`src/rtl/sig_notify_pkg.sv`:
```
package sig_notify_pkg;
   typedef enum logic {
      MODE_KEEP  = 1'b0,
      MODE_MERGE = 1'b1
   } sig_mode_e;
endpackage

```
`src/rtl/sig_notify_update.sv`:
```
module sig_notify_update #(
   parameter int DATA_W = 32
) (
   input  logic [DATA_W-1:0] held_i,
   input  logic              pend_i,
   input  logic              merge_i,
   input  logic              rd_fire_i,
   input  logic              wr_i,
   input  logic [DATA_W-1:0] wdata_i,
   output logic [DATA_W-1:0] nxt_val_o,
   output logic              nxt_pend_o
);
   logic [DATA_W-1:0] base_val;
   logic              base_pend;

   always_comb begin
      base_val  = rd_fire_i ? '0 : held_i;
      base_pend = pend_i & ~rd_fire_i;
      nxt_val_o  = base_val;
      nxt_pend_o = base_pend;
      if (wr_i) begin
         nxt_pend_o = 1'b1;
         if (!base_pend)   nxt_val_o = wdata_i;
         else if (merge_i) nxt_val_o = base_val | wdata_i;
      end
   end
endmodule

```
`src/rtl/sig_notify_rdport.sv`:
```
module sig_notify_rdport (
   input  logic rd_req_i,
   input  logic pend_i,
   output logic rd_fire_o,
   output logic occ_o
);
   assign rd_fire_o = rd_req_i & pend_i;
   assign occ_o     = pend_i;
endmodule

```
`src/rtl/sig_notify_reg.sv`:
```
module sig_notify_reg
   import sig_notify_pkg::*;
#(
   parameter int DATA_W = 32,
   parameter bit MERGE_EN = 1'b1
) (
   input  logic              clk,
   input  logic              rst_n,
   input  logic              merge_mode_i,
   input  logic              wr_i,
   input  logic [DATA_W-1:0] wr_data_i,
   input  logic              rd_req_i,
   output logic              rd_ack_o,
   output logic [DATA_W-1:0] rd_data_o,
   output logic              occ_o,
   output logic              pend_o
);
   localparam logic [DATA_W-1:0] ZERO_W = '0;

   if (DATA_W < 1) begin : g_bad_width
      $error("sig_notify_reg: DATA_W must be at least 1");
   end

   logic [DATA_W-1:0] val_q, nxt_val;
   logic              pend_q, nxt_pend;
   logic              rd_fire;
   logic              merge_en;

   if (MERGE_EN) begin : g_merge
      sig_mode_e mode_q;
      always_ff @(posedge clk) begin
         if (!rst_n)       mode_q <= MODE_KEEP;
         else if (!pend_q) mode_q <= sig_mode_e'(merge_mode_i);
      end
      assign merge_en = (mode_q == MODE_MERGE);
   end else begin : g_keep_only
      assign merge_en = 1'b0;
   end

   sig_notify_rdport u_rdport (
      .rd_req_i (rd_req_i),
      .pend_i   (pend_q),
      .rd_fire_o(rd_fire),
      .occ_o    (occ_o)
   );

   sig_notify_update #(.DATA_W(DATA_W)) u_update (
      .held_i    (val_q),
      .pend_i    (pend_q),
      .merge_i   (merge_en),
      .rd_fire_i (rd_fire),
      .wr_i      (wr_i),
      .wdata_i   (wr_data_i),
      .nxt_val_o (nxt_val),
      .nxt_pend_o(nxt_pend)
   );

   always_ff @(posedge clk) begin
      if (!rst_n) begin
         val_q  <= ZERO_W;
         pend_q <= 1'b0;
      end else begin
         val_q  <= nxt_val;
         pend_q <= nxt_pend;
      end
   end

   assign rd_ack_o  = rd_fire;
   assign rd_data_o = val_q;
   assign pend_o    = pend_q;
endmodule

```
`config.mk`:
```
export PLATFORM = sky130hd
export DESIGN_NAME = sig_notify_reg
export DESIGN_NICKNAME = d
export VERILOG_FILES = /design/src/rtl/sig_notify_pkg.sv /design/src/rtl/sig_notify_update.sv /design/src/rtl/sig_notify_rdport.sv /design/src/rtl/sig_notify_reg.sv
export SDC_FILE = /design/constraint.sdc
export NUM_CORES = 1
export LEC_CHECK = 0
export CAP_MARGIN = 20
export CORE_MARGIN = 10
export CORE_UTILIZATION = 31
export CTS_CLUSTER_SIZE = 14
export DETAILED_ROUTE_END_ITERATION = 8
export PLACE_DENSITY = 0.85
export RECOVER_POWER = 25
export SETUP_SLACK_MARGIN = 0.02
export SYNTH_ARGS = -nofsm -noshare
export SYNTH_HDL_FRONTEND = slang
export SYNTH_SLANG_ARGS = --single-unit
```
`constraint.sdc`:
```
create_clock -name clk -period 1.01 [get_ports clk]
set_input_delay 0.2525 -clock clk [delete_from_list [all_inputs] [get_ports clk]]
set_output_delay 0.2525 -clock clk [all_outputs]
set_load 0.005 [all_outputs]
```
Word-level counts from Yosys, hierarchy flattened
Cells that the tools add are included.

Muxes and demuxes: 5. Bitwise operators: 4.

Operators by type and width (count): two-way mux 32 bit (4); OR 32 bit (1); bitwise AND 1 bit (2); two-way mux 1 bit (1); NOT 1 bit (1).

Output and inout bits: 35. Flip-flop bits (word level): 34. Logic and storage cells: 12.

Logic depth before layout (Yosys ltp)
Word-level depth: 6. Gate-level depth with buffers: 4. Depth with buffers taken out: 3.

Cells and area by module
From an unflattened synthesis, not the netlist that was laid out.

Cells, all modules: 188. Area, all modules: 1634.1 sq um.

By module, submodules not included: sig_notify_reg (cells each 72, seq. area each 680.7 sq um, area each 918.4 sq um, instances 1); sig_notify_update (cells each 114, seq. area each 0.0 sq um, area each 701.9 sq um, instances 1); sig_notify_rdport (cells each 2, seq. area each 0.0 sq um, area each 13.8 sq um, instances 1).

Worst setup path before layout
No wires, ideal clock.

Kind: flip-flop to flip-flop. Start: reg pend_q (netlist: pend_o). End: reg val_q[0] (netlist: rd_data_o[0]). Buffers on the path: 1. Required time: 0.893 ns. Data arrival time: 0.993 ns. Path slack: -0.100 ns. Library setup time: 0.117 ns. Clock period less this slack: 1.110 ns. Cell stages (with the launch flop): 4. Cells stage by stage: dfxtp_1 > a31oi_1 > buf_2 > a22o_1.

Cells in the longest elaborated chain, start to end: 6. Elaborated cells between the ends (all ways): 8.

RTL lines: from (decl) (line sig_notify_reg.sv:25) `logic pend_q, nxt_pend;`; from (signal assigned) (line sig_notify_reg.sv:64) `pend_q <= nxt_pend;`; bitwise AND 1 bit (line sig_notify_rdport.sv:7) `assign rd_fire_o = rd_req_i & pend_i;`; two-way mux 32 bit (line sig_notify_update.sv:17) `base_val = rd_fire_i ? '0 : held_i;`; OR 32 bit (line sig_notify_update.sv:24) `else if (merge_i) nxt_val_o = base_val | wdata_i;`; two-way mux 32 bit (line sig_notify_update.sv:24); two-way mux 32 bit (line sig_notify_update.sv:23) `if (!base_pend) nxt_val_o = wdata_i;`; two-way mux 32 bit (*) (line sig_notify_update.sv:21) `if (wr_i) begin`; to (signal assigned) (line sig_notify_reg.sv:63) `val_q <= nxt_val;`; to (decl) (line sig_notify_reg.sv:24) `logic [DATA_W-1:0] val_q, nxt_val;`.

Mark *: on every way between the ends. The rest lies on a longest branch, timed or not. A chain may end at the register's enable or synchronous reset.

Worst setup path in the final report
Start: reg pend_q (netlist: pend_o). End: reg val_q[20] (netlist: rd_data_o[20]).

The elaborated chain is that of the path after synthesis.

==> summary.md <==
| Metric | Value |
|---|---|
| Critical path class | register to register |
| Worst R2R End | rd_data_o[20] |
| DRC | 0 |
| Most frequent cells in the layout | buf_6, clkdlybuf4s50_1, dfxtp_2 |
| Multi-input combinational cell area | 377.9 um2 |
| CTS Buf Count | 5 |
| Hold Startpoint | wr_i |
| Gr usage total | 0.1316 |
| Critical path data required time | 1280 ps |
| Area Overhead vs Synth | 103.4% |
| Final setup TNS | -7514 ps |
| Wire length per cell | 18.78 um |
| First-pass GRT wire length | 6.348 mm |
| Arrival time worst endpoint | 1520 ps |
| Setup crit end kind | register |
| Peak VDD IR | 0.8349 mV |
| PD cells | 1408 nW/um2 |
| Skew-Pair Late Insertion Delay | 330 ps |
| Drt total wl | 4.264 mm |
| Minimum clock period | 1247 ps |
| Reg2reg setup slack | -240 ps |
| Via count | 1,098 |
| Max-Slew Margin vs Limit | 0.8002 |
| Yosys cell types | 14 |
| Layout Skew | 2.940 ps |
| Starting DRC count in detailed routing | 37 |
| GP Congestion | 0.7341 |
| Cells on worst reg2reg path | 5 |
| Fmax achieved | 801.8 MHz |
| IO buf count | 71 |
| Root Buffer | clkbuf_4 |
| Clock transition at the registers of the reported paths | 100 ps |
| Final setup violating endpoints | 67 |
| Critical Path Start | pend_o |
| Mapped cell area | 1092 um2 |
| # diodes | 0 |
| DP HPWL | 2.760 mm |
| Status | complete, but fails checks |
| Die height | 79.36 um |
| Yosys warns | 0 |
| Final Hold Viols | 0 |
| FF+latch area | 721.9 um2 |
| Antenna violations before repair | 0 |
| H-Tree Depth | 2 |
| Unrepaired setup endpoints after global routing | true |
| Hold Path Class | input port to register |
| Post-Syn Nets | 122 |
| Max Slew Vio Count | 0 |
| Launching point of the worst reg2reg path | pend_o |
| Via density | 4.837 |
| Synthesized flop and latch total | 34 |
| Pin count of the biggest net entering global routing | 17 |
| Die W | 79.36 um |
| Failing checks | setup timing |
| Initial Utilization | 0.3248 |
| Tcrit/Tclk final | 1.235 |
| Worst setup path end | rd_data_o[20] |
| Vias in the first global route | 1,194 |
| Die area | 6298 um2 |
| GRT overflow | 0 |
| Mapped Cells | 85 |
| Seq/Total Area, Yosys | 0.6231 |
| Setup WS post-layout | -237.3 ps |
| Final core utilization | 0.6607 |
| Leakage power | 0.0009939 uW |
| Synth Area per Inst | 12.85 um2 |
| Std-Cell Core Area | 3363 um2 |
| Longest Clk Path Bufs | 2 |
| Final Power | 3129 uW |
| # fillers | 253 |
| Commonest non-fill, non-tap cell in the layout | buf_6 |
| Num ports | 72 |
| Share of cells above drive strength 1 | 0.5801 |
| Max-cap violations | 0 |
| Critical path launch point type | register |
| Worst-Margin Slew | 298.3 ps |
| Critical Path Fanout Max | 16 |
| Post-DRT Antenna Nets | 0 |
| Drt first pass iters | 4 |
| CTS tree | built |
| NumNets Final | 217 |
| Clock sink count | 34 |
| Row count | 21 |
[synth_stat cells]
cell / n / area, um2
dfxtp_1: 34 / 680.7
nor2_1: 2 / 7.510
nor3_4: 1 / 16.27
inv_1: 3 / 11.26
a22o_1: 32 / 280.3
buf_4: 1 / 7.510
a31oi_1: 1 / 6.260
buf_2: 3 / 15.01
mux2i_1: 1 / 10.01
nand2_1: 1 / 3.750
nor2b_1: 1 / 6.260
buf_6: 3 / 33.78
a21oi_1: 1 / 5.000
and2_4: 1 / 8.760
[how the worst min path moves through the flow]
| stage | cells after the start | end |
|---|---|---|
| after floorplan | 2 | pend_o |
| after global placement | 1 | rd_data_o[20] |
| after CTS | 1 | rd_data_o[10] |
| after detailed placement | 1 | rd_data_o[22] |
| after global routing | 4 | pend_o |
| final | 4 | pend_o |
[what timing repair did]
item                                    4_1_cts  5_1_grt
buffers inserted                             11        1
cloned                                        2        2
hold buffers                                  0        0
endpoints found under the setup margin       67       67
resized for setup                           201       19
pin swaps                                     3        1
[flip-flops by register name (all words and copies together), names as in the netlist]
signal and count:
g_merge.mode_q 1, pend_o 1, rd_data_o 32
[where the power goes]
part           internal [uW]  switching (uW)
logic                    440             204
registers               1450            63.4
clock network            512             462
[critical path: stages, from the launching register on]
cell	delay, ps
dfxtp_2	350
and2_4	170
buf_4	140
nor3_4	200
buf_12	180
a22o_1	150
[cells by family after synthesis]
kind of cell,share of synthesized area
mux,0.009164
flops,0.6231
compound gates,0.2669
simple gates,0.03895
buf+inv,0.06185
[cell type report]
type | count | area share
Inverter | 3 | 0.005068
Multi-Input combinational cell | 42 | 0.1700
Clock buffer | 5 | 0.01689
Sequential cell | 34 | 0.3249
Clock inverter | 3 | 0.01802
Timing Repair Buffer | 94 | 0.4392
Tap cell | 46 | 0.02590
[per-layer routing]
layer  wire length [um]  vias up  share of wire  track usage
li1                   -      511              -            -
met1               1853      518           0.43       0.1435
met2               1830       62           0.43       0.2015
met3                522        7           0.12      0.08671
met4                 58        0          0.014      0.04480
met5                  0        -              0            0
[stage by stage]
step | setup slack [ps] | instance area [um2] | hold slack [ps] | std cells
floorplan | -62.62 | 1094 | 369.8 | 85
global placement | -977.6 | 1872 | 454.7 | 203
detailed placement | -1150 | 1872 | 459.4 | 203
CTS | -224.4 | 2093 | 471.2 | 224
global route | -280.8 | 2222 | 324.2 | 227
finish | -237.3 | 2222 | 286.6 | 227
(Power assumes the default switching activity.)
